[src/rtl/trap_pkg.sv]
package trap_pkg;
  parameter int unsigned SAMPLE_W = 16;
  parameter int unsigned PERIOD_W = 16;
  parameter int unsigned QUARTER_SHIFT = 3;

  typedef enum logic {
    DIR_UP = 1'b0,
    DIR_DN = 1'b1
  } dir_e;
endpackage

[src/rtl/trap_half_timer.sv]
module trap_half_timer #(
  parameter int unsigned PW = trap_pkg::PERIOD_W,
  parameter int unsigned SHIFT = trap_pkg::QUARTER_SHIFT
) (
  input  logic           clk_i,
  input  logic           rst_ni,
  input  logic           tick_i,
  input  logic           en_i,
  input  logic [PW-1:0]  period_i,
  output trap_pkg::dir_e dir_o
);
  import trap_pkg::*;

  logic [PW-1:0] half, cnt_q;
  dir_e          dir_q;

  assign half  = period_i >> SHIFT;
  assign dir_o = dir_q;

  always_ff @(posedge clk_i or negedge rst_ni) begin
    if (!rst_ni) begin
      cnt_q <= '0;
      dir_q <= DIR_UP;
    end else if (!en_i) begin
      cnt_q <= '0;
      dir_q <= DIR_UP;
    end else if (tick_i && half != '0) begin
      if (cnt_q >= half - 1'b1) begin
        cnt_q <= '0;
        dir_q <= (dir_q == DIR_UP) ? DIR_DN : DIR_UP;
      end else begin
        cnt_q <= cnt_q + 1'b1;
      end
    end
  end

  AST_FLIP_AT_HALF: assert property (@(posedge clk_i) disable iff (!rst_ni)
    (tick_i && en_i && half != '0 && cnt_q == half - 1'b1) |=> (dir_q != $past(dir_q)));
  AST_DIR_HOLD_IDLE: assert property (@(posedge clk_i) disable iff (!rst_ni)
    (en_i && !tick_i) |=> ($stable(dir_q) && $stable(cnt_q)));
  AST_DIR_RESET_OFF: assert property (@(posedge clk_i) disable iff (!rst_ni)
    !en_i |=> (dir_q == DIR_UP && cnt_q == '0));
endmodule

[src/rtl/trap_ramp.sv]
module trap_ramp #(
  parameter int unsigned DW = trap_pkg::SAMPLE_W
) (
  input  logic                  clk_i,
  input  logic                  rst_ni,
  input  logic                  tick_i,
  input  logic                  en_i,
  input  trap_pkg::dir_e        dir_i,
  input  logic [DW-2:0]         step_i,
  input  logic [DW-2:0]         amp_i,
  output logic signed [DW:0]    wave_nxt_o
);
  import trap_pkg::*;

  localparam int unsigned EW = DW + 2;

  logic signed [DW:0]   wave_q;
  logic signed [EW-1:0] wave_ext, amp_s, step_s, up, dn, nxt;

  assign wave_ext = {wave_q[DW], wave_q};
  assign amp_s    = signed'({3'b000, amp_i});
  assign step_s   = signed'({3'b000, step_i});
  assign up       = wave_ext + step_s;
  assign dn       = wave_ext - step_s;

  always_comb begin
    if (dir_i == DIR_UP) nxt = (up > amp_s) ? amp_s : up;
    else                 nxt = (dn < -amp_s) ? -amp_s : dn;
  end

  // value presented with the strobe; forced to zero while off
  assign wave_nxt_o = en_i ? nxt[DW:0] : '0;

  always_ff @(posedge clk_i or negedge rst_ni) begin
    if (!rst_ni)             wave_q <= '0;
    else if (!en_i)          wave_q <= '0;
    else if (tick_i)         wave_q <= nxt[DW:0];
  end

  AST_SLEW_LIMIT: assert property (@(posedge clk_i) disable iff (!rst_ni)
    (tick_i && en_i && wave_ext <= amp_s && wave_ext >= -amp_s)
      |=> ((wave_ext - $past(wave_ext)) <= $past(step_s)
        && ($past(wave_ext) - wave_ext) <= $past(step_s)));
  AST_WITHIN_LIMIT: assert property (@(posedge clk_i) disable iff (!rst_ni)
    (tick_i && en_i && $stable(amp_s) && wave_ext <= amp_s && wave_ext >= -amp_s)
      |=> (wave_ext <= amp_s && wave_ext >= -amp_s));
  AST_ZERO_WHEN_OFF: assert property (@(posedge clk_i) disable iff (!rst_ni)
    !en_i |=> (wave_q == '0));
endmodule

[src/rtl/trap_ring_gen.sv]
module trap_ring_gen #(
  parameter int unsigned DW = trap_pkg::SAMPLE_W,
  parameter int unsigned PW = trap_pkg::PERIOD_W,
  parameter int unsigned SHIFT = trap_pkg::QUARTER_SHIFT
) (
  input  logic                 clk_i,
  input  logic                 rst_ni,
  input  logic                 tick_i,
  input  logic                 en_i,
  input  logic [DW-2:0]        step_i,
  input  logic [DW-2:0]        amp_i,
  input  logic [PW-1:0]        period_i,
  input  logic signed [DW-1:0] offset_i,
  output logic signed [DW-1:0] sample_o,
  output logic                 valid_o
);
  import trap_pkg::*;

  localparam int unsigned EW = DW + 2;
  localparam logic signed [EW-1:0] MAX_V = signed'({3'b000, {(DW-1){1'b1}}});
  localparam logic signed [EW-1:0] MIN_V = signed'({3'b111, {(DW-1){1'b0}}});

  dir_e                 dir;
  logic signed [DW:0]   wave_nxt;
  logic signed [EW-1:0] sum;
  logic signed [DW-1:0] sample_d;

  trap_half_timer #(.PW(PW), .SHIFT(SHIFT)) u_timer (
    .clk_i    (clk_i),
    .rst_ni   (rst_ni),
    .tick_i   (tick_i),
    .en_i     (en_i),
    .period_i (period_i),
    .dir_o    (dir)
  );

  trap_ramp #(.DW(DW)) u_ramp (
    .clk_i      (clk_i),
    .rst_ni     (rst_ni),
    .tick_i     (tick_i),
    .en_i       (en_i),
    .dir_i      (dir),
    .step_i     (step_i),
    .amp_i      (amp_i),
    .wave_nxt_o (wave_nxt)
  );

  // offset after clamp, then saturate
  assign sum = {wave_nxt[DW], wave_nxt} + {{2{offset_i[DW-1]}}, offset_i};

  always_comb begin
    if (sum > MAX_V)      sample_d = MAX_V[DW-1:0];
    else if (sum < MIN_V) sample_d = MIN_V[DW-1:0];
    else                  sample_d = sum[DW-1:0];
  end

  always_ff @(posedge clk_i or negedge rst_ni) begin
    if (!rst_ni) begin
      sample_o <= '0;
      valid_o  <= 1'b0;
    end else begin
      valid_o <= tick_i;
      if (tick_i) sample_o <= sample_d;
    end
  end

  AST_VALID_AFTER_TICK: assert property (@(posedge clk_i) disable iff (!rst_ni)
    tick_i |=> valid_o);
  AST_NO_VALID_IDLE: assert property (@(posedge clk_i) disable iff (!rst_ni)
    !tick_i |=> !valid_o);
  AST_HOLD_BETWEEN: assert property (@(posedge clk_i) disable iff (!rst_ni)
    !tick_i |=> $stable(sample_o));
  AST_OFFSET_ONLY_OFF: assert property (@(posedge clk_i) disable iff (!rst_ni)
    (tick_i && !en_i) |=> (sample_o == $past(offset_i)));
endmodule

[config.mk]
export PLATFORM = sky130hd
export DESIGN_NAME = trap_ring_gen
export DESIGN_NICKNAME = d
export VERILOG_FILES = /design/src/rtl/trap_pkg.sv /design/src/rtl/trap_half_timer.sv /design/src/rtl/trap_ramp.sv /design/src/rtl/trap_ring_gen.sv
export SDC_FILE = /design/constraint.sdc
export NUM_CORES = 1
export LEC_CHECK = 0
export BUFFER_PORTS_ARGS = -buffer_cell sky130_fd_sc_hd__clkbuf_2
export CORE_UTILIZATION = 39
export DETAILED_ROUTE_END_ITERATION = 12
export SLEW_MARGIN = 10
export SYNTH_ARGS = -nofsm -noshare
export SYNTH_HDL_FRONTEND = slang
export SYNTH_HIERARCHICAL = 1
export SYNTH_SLANG_ARGS = --single-unit
[constraint.sdc]
create_clock -name clk_i -period 6.2 [get_ports clk_i]
set_clock_uncertainty 0.15 [all_clocks]
set_input_delay 0.62 -clock clk_i [delete_from_list [all_inputs] [get_ports clk_i]]
set_output_delay 0.62 -clock clk_i [all_outputs]
set_load 0.03 [all_outputs]
==> results.json <==
{
  "outcome": "finished, violations left",
  "failed_checks": "DRC, setup timing",
  "drc_errors": 6,
  "end_kind": "flop",
  "global_route_wire_length_before_repair_mm": 35.7,
  "most_common_cell_after_layout_fill_and_taps_aside": "buf_4",
  "classification_of_the_worst_setup_path": "primary input to flop",
  "initial_utilization_pct": 40.2,
  "synth-seq-cells": 51,
  "synth_top_cells_by_area": "dfrtp_1 17%, ha_1 17%, xnor2_1 5.3%",
  "power.density_nw_per_um2": 471,
  "comb_power_share_pct": 83.0,
  "fin_tns_setup_ns": -3.28,
  "synth_mux_area_share_pct": 4.30,
  "syn-cell-area_um2": 7300,
  "synth_compound_area_share_pct": 26.8,
  "slew_viol_final": 0,
  "die_height_um": 139,
  "dpl_cell_area_um2": 9220,
  "post_synth_and_or_nand_nor_area_fraction_pct": 19.2,
  "timing.slew.headroom_pct": 38.8,
  "synthAdderAreaFrac_pct": 17.6,
  "cts.path.max_buffers": 2,
  "number_of_ports_placed_on_the_die_boundary": 83,
  "dieWidth_um": 139,
  "drv.max_cap_violation_count": 0,
  "tritoncts": "yes",
  "critical_path.startpoint_type": "primary input",
  "grt_use_total_pct": 22.8,
  "seq_power_share_pct": 11.0,
  "synth_largest_area_cell": "dfrtp_1",
  "dr.pass1.iters": 9,
  "period_minus_ws_final_ns": 6.43,
  "finalCritPeriodShare_pct": 104,
  "cts.htree.levels": 2,
  "grt_antenna_before_repair": 0,
  "synth_top_family_by_area": "compound AO/OA/AOI/OAI gates",
  "wl_mm": 22.3,
  "grt_setup_unrepaired": "yes",
  "via_count_of_the_first_global_routing_pass": 7248,
  "power.total_mw": 4.81,
  "fillerInstances": 1691,
  "seq_area_frac_synth_pct": 17.5,
  "areaGrowthSynthToFinish_pct": 39.9,
  "drtAntennaViolNets": 0,
  "finalNetCount": 1328,
  "cts_hold_buffers": 0,
  "mostFrequentLayoutCells": "194 x buf_4, 82 x ha_1, 80 x nor2_1, 77 x clkbuf_2, 68 x inv_1",
  "gr_overflow_total": 0,
  "min-delay-path-class": "primary input to asynchronous set/reset pin",
  "viasPerCell": 5.48,
  "drive_above_1_share_pct": 36.7,
  "crit_path_top_delay_cell": "a2111oi_4",
  "data_arrival_time_at_the_worst_slack_endpoint_ns": 6.49,
  "cts-buffers-inserted": 5,
  "power.internal_mw": 2.64,
  "share_clk_of_total_power_pct": 6.0,
  "routabilityCongestion": 0.926,
  "antenna_cells_inserted": 0,
  "synth_cells": 904,
  "ys_warn_count": 6,
  "critPathRequiredTime_ns": 6.25,
  "vdd_ir_drop_max_mv": 0.174,
  "post_synth.cell_area_avg_um2": 8.08,
  "clock_insertion_delay_worst_skew_ns": 0.30,
  "clock_tree.root_cell": "clkbuf_16",
  "clock_transition_at_the_register_clock_pins_on_the_worst_setup_and_hold_paths_after_cts_ns": 0.07,
  "numClockSinks": 51,
  "placementRows": 49,
  "drt_iter0_markers": 380,
  "avgRoutedWirePerCell_um": 16.1,
  "setup_violations": 16,
  "hold_viol_final": 0,
  "critical-path-max-stage-delay_ns": 0.40,
  "synthDominantCellAreaShare_pct": 17.5,
  "pin_count_of_the_biggest_net_entering_global_routing": 57,
  "synth_cell_types": 93,
  "max_freq_ghz": 0.155,
  "buffer_ports.inserted": 79,
  "number_of_synthesized_flops_with_an_enable_pin": 0,
  "power.switching_fraction_pct": 45.2,
  "synth-async-reset-ratio_pct": 100,
  "die_ar_um2": 19300,
  "setup_slack_ns": -0.234,
  "post-dp-hpwl_mm": 17.3,
  "crit_path_max_fanout": 7,
  "synth_xor_area_share_pct": 7.80,
  "syn-num-nets": 1071,
  "synth_ff_type": "dfrtp_1",
  "p_leak_nw": 4.99,
  "core_region_area_um2": 18100,
  "vias": 7621,
  "slew_at_the_pin_closest_to_its_max_slew_limit_ns": 0.915,
  "stdcell_area_um2": 10200,
  "p_sw_mw": 2.17
}
==> sequential cells by signal (all words and copies together), names as in the netlist <==
name and cells:
sample_o 16, valid_o 1, u_timer/dir_o 1, u_timer/cnt_q 16
u_ramp/wave_q 17
==> final timing paths <==
kind | from | endpoint | slack, ns | depth (start not counted)
min | rst_ni | u_ramp/wave_q[14] | 0.28 | 2
min in group clk_i | sample_o[15] | sample_o[15] | 0.37 | 1
max in group asynchronous | rst_ni | u_ramp/wave_q[1] | 5.13 | 2
max reg2reg | u_ramp/wave_q[5] | sample_o[1] | -0.23 | 29
min reg2reg | sample_o[15] | sample_o[15] | 0.37 | 1
max | step_i[5] | sample_o[1] | -0.23 | 31
==> per-layer routing <==
metal | share of wire, % | track usage (%) | vias up
li1 | - | - | 3821
met4 | 3.4 | 8.19 | 0
met1 | 45 | 29.2 | 3572
met2 | 48 | 40.0 | 187
met3 | 3.0 | 1.97 | 41
met5 | 0 | 0 | -
==> worst max-delay path, delay by kind of cell <==
| kind | cells | cell delay, ns |
|---|---|---|
| AOI/OAI and AO/OA | 14 | 2.81 |
| xor gates and xnor gates | 1 | 0.18 |
| adders and majority gates | 3 | 0.78 |
| buffers and inverters | 9 | 1.11 |
| muxes | 2 | 0.56 |
| and+or+nand+nor | 2 | 0.41 |
==> stage by stage <==
step | util (%) | hold WS [ns] | instances | setup slack, ns
4_1_cts | 54.0 | 0.314 | 1381 | -0.206
5_1_grt | 56.3 | 0.352 | 1391 | -0.437
2_1_floorplan | - | 0.174 | 904 | -0.106
3_3_place_gp | 50.8 | 0.344 | 1355 | -0.556
3_5_place_dp | 50.8 | 0.357 | 1355 | -0.706
6_report | 56.3 | 0.284 | 1391 | -0.234
==> power groups by stage <==
stage / combinational [mW] / sequential (mW) / clock, mW
finish: 3.99 / 0.528 / 0.290
global placement: 3.18 / 0.528 / 0
CTS: 3.60 / 0.524 / 0.297
detailed placement: 3.20 / 0.529 / 0
floorplan: 1.92 / 0.599 / 0
global route: 4.30 / 0.537 / 0.309
==> Yosys cell counts (6+ instances only) <==
cell and instances:
a311oi_1 14, clkbuf_1 21, a31oi_1 8, ha_1 98
nand3_1 17, a41o_1 7, o211ai_1 7, o211a_1 6
a21o_1 15, buf_6 6, nor2b_1 15, mux2i_1 19
nand4_1 15, o21ai_0 49, a211oi_1 13, dfrtp_1 51
inv_1 73, nor3_1 24, a22o_1 10, nor4_1 6
nor2_1 81, xnor2_1 44, nand2b_1 12, and3_1 10
a21oi_1 55, o21a_1 16, nand2_1 64, xor2_1 21
==> logic make-up (layout without fill, tap and decap cells) <==
family,Yosys count,after routing
adders and majority gates,101,101
and+or+nand+nor,281,281
xor gates and xnor gates,65,65
DFF,51,51
buffers and inverters,112,369
AOI/OAI and AO/OA,265,266
muxes,29,29
==> layout make-up <==
class	instances	area (um^2)	area share (%)
well taps	229	287	2.80
multi-input cells	742	6190	60.6
flip-flops and latches	51	1280	12.5
clock inverters	3	25.0	0.245
inverters	76	295	2.89
repair buffers	285	2010	19.7
clock buffers	5	125	1.22
==> repair_timing <==
| action | CTS | global route |
|---|---|---|
| setup buffers | 16 | 10 |
| cloned | 2 | 0 |
| pin swaps | 32 | 45 |
| endpoints found under the setup margin | 16 | 16 |
| gates resized for setup | 55 | 67 |
No activity file was read; power rests on OpenSTA's default activity.
